File: config.mk
export PLATFORM = sky130hd
export DESIGN_NAME = srcop_resolver
export DESIGN_NICKNAME = d
export VERILOG_FILES = /design/src/rtl/srcop_pkg.sv /design/src/rtl/srcop_classify.sv /design/src/rtl/srcop_constgen.sv /design/src/rtl/srcop_addrgen.sv /design/src/rtl/srcop_resolver.sv
export SDC_FILE = /design/constraint.sdc
export NUM_CORES = 1
export LEC_CHECK = 0
export BUFFER_PORTS_ARGS = -buffer_cell sky130_fd_sc_hd__buf_2
export CAP_MARGIN = 25
export CELL_PAD_IN_SITES_DETAIL_PLACEMENT = 1
export CELL_PAD_IN_SITES_GLOBAL_PLACEMENT = 1
export CORE_UTILIZATION = 38
export CTS_BUF_LIST = sky130_fd_sc_hd__clkbuf_16
export DETAILED_ROUTE_END_ITERATION = 6
export PLACE_DENSITY = 0.85
export SLEW_MARGIN = 20
export SYNTH_ARGS = -nofsm -noshare
export SYNTH_HDL_FRONTEND = slang
export SYNTH_SLANG_ARGS = --single-unit
export TNS_END_PERCENT = 100
File: constraint.sdc
create_clock -name clk -period 4.6 [get_ports clk]
set_input_delay 0.69 -clock clk [delete_from_list [all_inputs] [get_ports clk]]
set_output_delay 0.69 -clock clk [all_outputs]
set_load 0.01 [all_outputs]
File: src/rtl/srcop_pkg.sv
package srcop_pkg;
  typedef enum logic [1:0] {
    OPK_REG   = 2'd0,
    OPK_CONST = 2'd1,
    OPK_MEM   = 2'd2,
    OPK_IMM   = 2'd3
  } opkind_e;

  typedef enum logic [2:0] {
    SC_DIRECT, SC_INDEXED, SC_INDIRECT, SC_POSTINC,
    SC_PCREL, SC_ABSOLUTE, SC_IMMED, SC_CONST
  } srcclass_e;

  typedef enum logic [2:0] {
    CK_ZERO, CK_ONE, CK_TWO, CK_FOUR, CK_EIGHT, CK_ALLONES
  } constsel_e;
endpackage

File: src/rtl/srcop_classify.sv
module srcop_classify
  import srcop_pkg::*;
#(
  parameter int RW     = 4,
  parameter int PC_IDX = 0,
  parameter int SR_IDX = 2,
  parameter int CG_IDX = 3
) (
  input  logic [1:0]    mode,
  input  logic [RW-1:0] rnum,
  output srcclass_e     cls,
  output constsel_e     csel
);
  logic is_pc, is_sr, is_cg;
  assign is_pc = (rnum == RW'(PC_IDX));
  assign is_sr = (rnum == RW'(SR_IDX));
  assign is_cg = (rnum == RW'(CG_IDX));

  always_comb begin
    cls  = SC_DIRECT;
    csel = CK_ZERO;
    unique case (mode)
      2'b00: begin
        if (is_cg) cls = SC_CONST;
      end
      2'b01: begin
        if (is_pc)      cls = SC_PCREL;
        else if (is_sr) cls = SC_ABSOLUTE;
        else if (is_cg) begin cls = SC_CONST; csel = CK_ONE; end
        else            cls = SC_INDEXED;
      end
      2'b10: begin
        if (is_sr)      begin cls = SC_CONST; csel = CK_FOUR; end
        else if (is_cg) begin cls = SC_CONST; csel = CK_TWO; end
        else            cls = SC_INDIRECT;
      end
      default: begin
        if (is_pc)      cls = SC_IMMED;
        else if (is_sr) begin cls = SC_CONST; csel = CK_EIGHT; end
        else if (is_cg) begin cls = SC_CONST; csel = CK_ALLONES; end
        else            cls = SC_POSTINC;
      end
    endcase
  end
endmodule

File: src/rtl/srcop_constgen.sv
module srcop_constgen
  import srcop_pkg::*;
#(
  parameter int DW = 16,
  parameter int BW = 8
) (
  input  constsel_e      csel,
  input  logic           byte_op,
  input  logic           active,
  output logic [DW-1:0]  value
);
  localparam logic [DW-1:0] BYTE_MASK = {{(DW-BW){1'b0}}, {BW{1'b1}}};
  logic [DW-1:0] raw;

  always_comb begin
    unique case (csel)
      CK_ONE:     raw = DW'(1);
      CK_TWO:     raw = DW'(2);
      CK_FOUR:    raw = DW'(4);
      CK_EIGHT:   raw = DW'(8);
      CK_ALLONES: raw = '1;
      default:    raw = '0;
    endcase
  end

  assign value = !active ? '0 : (byte_op ? (raw & BYTE_MASK) : raw);
endmodule

File: src/rtl/srcop_addrgen.sv
module srcop_addrgen
  import srcop_pkg::*;
#(
  parameter int DW = 16,
  parameter int RW = 4
) (
  input  srcclass_e     cls,
  input  logic          byte_op,
  input  logic [RW-1:0] rnum,
  input  logic [DW-1:0] rval,
  input  logic [DW-1:0] pc,
  input  logic [DW-1:0] ext_word,
  output opkind_e       kind,
  output logic [DW-1:0] ea,
  output logic          ext_used,
  output logic          wb_en,
  output logic [RW-1:0] wb_reg,
  output logic [DW-1:0] wb_val,
  output logic [DW-1:0] pc_next
);
  localparam logic [DW-1:0] WORD_STEP = DW'(2);
  localparam logic [DW-1:0] BYTE_STEP = DW'(1);

  always_comb begin
    kind     = OPK_MEM;
    ea       = '0;
    ext_used = 1'b0;
    wb_en    = 1'b0;
    wb_reg   = '0;
    wb_val   = '0;
    unique case (cls)
      SC_DIRECT:   kind = OPK_REG;
      SC_CONST:    kind = OPK_CONST;
      SC_INDEXED:  begin ea = rval + ext_word; ext_used = 1'b1; end
      SC_PCREL:    begin ea = pc + ext_word;   ext_used = 1'b1; end
      SC_ABSOLUTE: begin ea = ext_word;        ext_used = 1'b1; end
      SC_INDIRECT: ea = rval;
      SC_POSTINC: begin
        ea     = rval;
        wb_en  = 1'b1;
        wb_reg = rnum;
        wb_val = rval + (byte_op ? BYTE_STEP : WORD_STEP);
      end
      default: begin
        kind     = OPK_IMM;
        ea       = pc;
        ext_used = 1'b1;
      end
    endcase
  end

  assign pc_next = ext_used ? pc + WORD_STEP : pc;
endmodule

File: src/rtl/srcop_resolver.sv
module srcop_resolver
  import srcop_pkg::*;
#(
  parameter int DW     = 16,
  parameter int RW     = 4,
  parameter int PC_IDX = 0,
  parameter int SR_IDX = 2,
  parameter int CG_IDX = 3
) (
  input  logic          clk,
  input  logic          rst_n,
  input  logic          in_valid,
  output logic          in_ready,
  input  logic [1:0]    in_mode,
  input  logic [RW-1:0] in_reg,
  input  logic          in_byte,
  input  logic [DW-1:0] in_reg_val,
  input  logic [DW-1:0] in_pc,
  input  logic [DW-1:0] in_ext_word,
  output logic          out_valid,
  input  logic          out_ready,
  output logic [1:0]    out_kind,
  output logic [DW-1:0] out_ea,
  output logic          out_ext_used,
  output logic [DW-1:0] out_const,
  output logic          out_wb_en,
  output logic [RW-1:0] out_wb_reg,
  output logic [DW-1:0] out_wb_val,
  output logic [DW-1:0] out_pc_next
);
  localparam int BW = DW / 2;

  srcclass_e     cls;
  constsel_e     csel;
  opkind_e       c_kind;
  logic [DW-1:0] c_ea, c_const, c_wb_val, c_pc_next;
  logic          c_ext, c_wb_en;
  logic [RW-1:0] c_wb_reg;
  logic          take;

  srcop_classify #(.RW(RW), .PC_IDX(PC_IDX), .SR_IDX(SR_IDX), .CG_IDX(CG_IDX)) u_cls (
    .mode(in_mode), .rnum(in_reg), .cls(cls), .csel(csel)
  );

  srcop_constgen #(.DW(DW), .BW(BW)) u_cg (
    .csel(csel), .byte_op(in_byte), .active(cls == SC_CONST), .value(c_const)
  );

  srcop_addrgen #(.DW(DW), .RW(RW)) u_ag (
    .cls(cls), .byte_op(in_byte), .rnum(in_reg), .rval(in_reg_val), .pc(in_pc),
    .ext_word(in_ext_word), .kind(c_kind), .ea(c_ea), .ext_used(c_ext),
    .wb_en(c_wb_en), .wb_reg(c_wb_reg), .wb_val(c_wb_val), .pc_next(c_pc_next)
  );

  assign in_ready = !out_valid || out_ready;
  assign take     = in_valid && in_ready;

  always_ff @(posedge clk) begin
    if (!rst_n) begin
      out_valid <= 1'b0;
    end else if (in_ready) begin
      out_valid <= in_valid;
    end
  end

  always_ff @(posedge clk) begin
    if (!rst_n) begin
      out_kind     <= '0;
      out_ea       <= '0;
      out_ext_used <= 1'b0;
      out_const    <= '0;
      out_wb_en    <= 1'b0;
      out_wb_reg   <= '0;
      out_wb_val   <= '0;
      out_pc_next  <= '0;
    end else if (take) begin
      out_kind     <= c_kind;
      out_ea       <= c_ea;
      out_ext_used <= c_ext;
      out_const    <= c_const;
      out_wb_en    <= c_wb_en;
      out_wb_reg   <= c_wb_reg;
      out_wb_val   <= c_wb_val;
      out_pc_next  <= c_pc_next;
    end
  end

  // a stalled result is held
  a_r1_hold_stalled: assert property (@(posedge clk) disable iff (!rst_n)
    out_valid && !out_ready |=> out_valid && $stable(out_ea) && $stable(out_kind)
      && $stable(out_const) && $stable(out_pc_next) && $stable(out_wb_val));

  // accepted request shows one cycle later
  a_r1_latency: assert property (@(posedge clk) disable iff (!rst_n)
    take |=> out_valid);

  // constants never fetch or write back
  a_r9_const_quiet: assert property (@(posedge clk) disable iff (!rst_n)
    out_valid && out_kind == 2'd1 |-> !out_ext_used && !out_wb_en && out_ea == '0);

  // immediate consumes the word at the PC
  a_r8_imm_advance: assert property (@(posedge clk) disable iff (!rst_n)
    out_valid && out_kind == 2'd3 |-> out_ext_used && out_pc_next == out_ea + DW'(2));

  // post-increment step is 1 or 2 beyond the address
  a_r5_step_size: assert property (@(posedge clk) disable iff (!rst_n)
    out_valid && out_wb_en |-> out_kind == 2'd2
      && (out_wb_val - out_ea == DW'(1) || out_wb_val - out_ea == DW'(2)));

  // byte constants have a clear upper half
  a_r11_byte_const: assert property (@(posedge clk) disable iff (!rst_n)
    $past(take) && $past(in_byte) |-> out_const[DW-1:BW] == '0);

  // extension word use advances the PC by one word
  a_r3_pc_advance: assert property (@(posedge clk) disable iff (!rst_n)
    $past(take) |-> out_pc_next == $past(in_pc) + (out_ext_used ? DW'(2) : DW'(0)));
endmodule

==> results.json <==
{
  "stdcell_count": 771,
  "top_regs": "out_ea x16, out_pc_next x16, out_wb_val x16",
  "grt_max_degree": 66,
  "worstPathMaxFanout": 12,
  "critical_path.most_common_cell": "a21oi_1",
  "drtIter0Drc": 203,
  "combPwrFrac_pct": 20.2,
  "final-hold-violation-count": 0,
  "drt_first_pass_iters": 4,
  "synth_ff_type": "dfxtp_1",
  "ys_seq_elements": 63,
  "cp_slowest_cell": "nor4_1",
  "place_area_um2": 4971,
  "grt_usage_pct": 25.14,
  "final_nets": 707,
  "vias_per_cell": 5.681,
  "hold_slack_ns": 0.4535,
  "mostFrequentLayoutCells": "132 x buf_2, 63 x dfxtp_1, 47 x nand2_1",
  "vias": 4380,
  "wl_per_cell_um": 18.66,
  "status": "complete, no violations",
  "fin_util_pct": 48.90,
  "num_rows": 38,
  "p_int_w": 0.001251,
  "ioPinCount": 133,
  "core_um2": 10940,
  "seqPwrFrac_pct": 33.6,
  "hp-class": "reg -> reg",
  "cts_buffers": 9,
  "fmax_mhz": 256.5,
  "synth_edf_count": 0,
  "die_y_um": 108.5,
  "cts_hold_buf": 0,
  "crit_path_cell_trace": "buf_2 -> nor4_1 -> nand3b_2 -> buf_4 -> mux2_2 -> ha_1 -> a21oi_1 -> o211ai_1 -> a21oi_1 -> a21oi_1 -> o41a_1 -> xnor2_1 -> o31ai_1",
  "overflow": 0,
  "start_util_pct": 39.43,
  "syn_inst": 518,
  "cellPowerDensity_nw_per_um2": 328.0,
  "synthArstFlopShare_pct": 0,
  "drive_gt1_share_pct": 29.48,
  "placed_cells": 753,
  "ant_nets": 0,
  "post_cts_buffers": 0,
  "synthesis.nets": 599,
  "grt_pass1_vias": 4353,
  "maxSlewViolCount": 0,
  "htree_levels": 3,
  "die_w_um": 108.5,
  "seq_area_um2": 1261,
  "place.port_buffers": 132,
  "final_common_cell": "buf_2",
  "n_fill_cell": 1357,
  "cts_num_sinks": 63,
  "synth_top_cell_by_area": "dfxtp_1",
  "fin_area_um2": 5348,
  "cap_viol_max_count": 0,
  "power.switching_w": 0.0005029,
  "clock_power_share_pct": 46.2,
  "finalCritPeriodShare_pct": 84.76,
  "fin_skew_ns": 0.004281,
  "yosys-top-cells-area": "dfxtp_1 29%, ha_1 5.8%, xnor2_1 4.3%",
  "critPathRequiredTime_ns": 4.86,
  "ys_warn_count": 0,
  "routed_wl_um": 14390,
  "antenna_found_initial": 0,
  "tightestPinTransition_ns": 0.8708,
  "postCtsResizedCells": 0,
  "netlist_area_um2": 4312,
  "drc": 0,
  "p_leak_nw": 2.383,
  "synth_top_area_share_pct": 29.25,
  "endpoint_kind": "flip-flop",
  "grt_pass1_wl_um": 22650,
  "multi_input_comb_area_um2": 2791,
  "clk_pin_slew_worst_paths_ns": 0.06,
  "cp_slowest_stage_delay_ns": 0.53,
  "clk_path_buf_depth": 2,
  "diodes": 0,
  "swShare_pct": 28.67,
  "tns_ns": 0,
  "worstSetupPathType": "in -> reg",
  "cts_tree": "yes",
  "maxSlewHeadroom_pct": 41.89,
  "ys_types": 59,
  "rsz0062_at_grt": "false",
  "irDropWorstVdd_mv": 0.1581,
  "die_area_um2": 11780,
  "avgSynthCellArea_um2": 8.324,
  "seq_area_frac_synth_pct": 29.25,
  "gp_congestion": 0.8532,
  "synthToLayoutAreaGrowth_pct": 24.03,
  "period_needed_ns": 3.899,
  "setup_violations": 0,
  "root_buffer": "clkbuf_16",
  "dp_hpwl_um": 10480,
  "worst_skew_pair.late_latency_ns": 0.35,
  "startpoint_type": "input port",
  "arrival_ns": 4.16
}
## cells in the mapped netlist, drive strengths merged (6+ instances only)
master / instances
xnor2: 21
buf: 20
nand4: 12
nor3: 13
a31oi: 6
a21oi: 32
nor2: 24
xor2: 17
and2: 10
o211ai: 11
a21boi: 15
nand2: 48
o21ai: 35
clkbuf: 22
inv: 12
dfxtp: 63
mux2: 14
nand3: 10
a221o: 6
a22oi: 19
nor2b: 24
a221oi: 10
a21o: 6
ha: 20
## cells by family (layout without fill, tap and decap cells)
kind of cell,after synthesis,in the layout,share of synthesized area (%)
buffers and inverters,54,167,6.065
adder cells (fa/ha/maj),22,22,6.732
XOR/XNOR,38,38,7.719
AND/OR/NAND/NOR,163,163,20.37
multiplexers,16,16,4.121
flip-flops,63,63,29.25
AO/OA/AOI/OAI,162,162,25.74
## routing by layer
metal / track usage (%) / wire length [µm]
met1: 30.33 / 6077
met2: 44.17 / 7220
met3: 3.978 / 813
met4: 10.23 / 278
met5: 0 / 0
## critical path: cells and delay by family
kind,cells,cell delay (ns)
compound gates,6,1.32
fa+ha+maj,1,0.32
buf+inv,2,0.48
mux,1,0.30
simple gates,2,0.90
xor+xnor,1,0.13
## worst paths after layout
kind | from | cells after the start | to | slack [ns]
setup / recovery | in_reg[0] | 13 | out_ea[15] | 0.70
hold / removal | out_ea[4] | 2 | out_ea[4] | 0.45
setup reg to reg | out_valid | 6 | out_wb_val[0] | 2.25
hold reg to reg | out_ea[4] | 2 | out_ea[4] | 0.45
## stage by stage
stage	setup slack, ns	total power (W)
3_3_place_gp	0.5441	0.0009381
2_1_floorplan	1.002	0.0008181
4_1_cts	0.7626	0.001763
6_report	0.7013	0.001754
5_1_grt	0.4455	0.001826
3_5_place_dp	0.4181	0.0009495
## power groups by stage
stage	registers [W]	logic [W]	clock network, W
floorplan	0.000611	0.000207	0
global placement	0.000599	0.000339	0
detailed placement	0.000600	0.000350	0
CTS	0.000588	0.000353	0.000822
global route	0.000591	0.000394	0.000842
finish	0.000589	0.000355	0.000811
## cell type report
cell class / count / share of cell area [%]
tap: 140 / 3.276
clock buffer: 9 / 4.212
timing repair buffer: 139 / 13.64
clock inverter: 7 / 2.246
inverter: 12 / 0.8423
multi-input combinational: 401 / 52.20
sequential: 63 / 23.58
No activity file was read; power rests on OpenSTA's default activity.
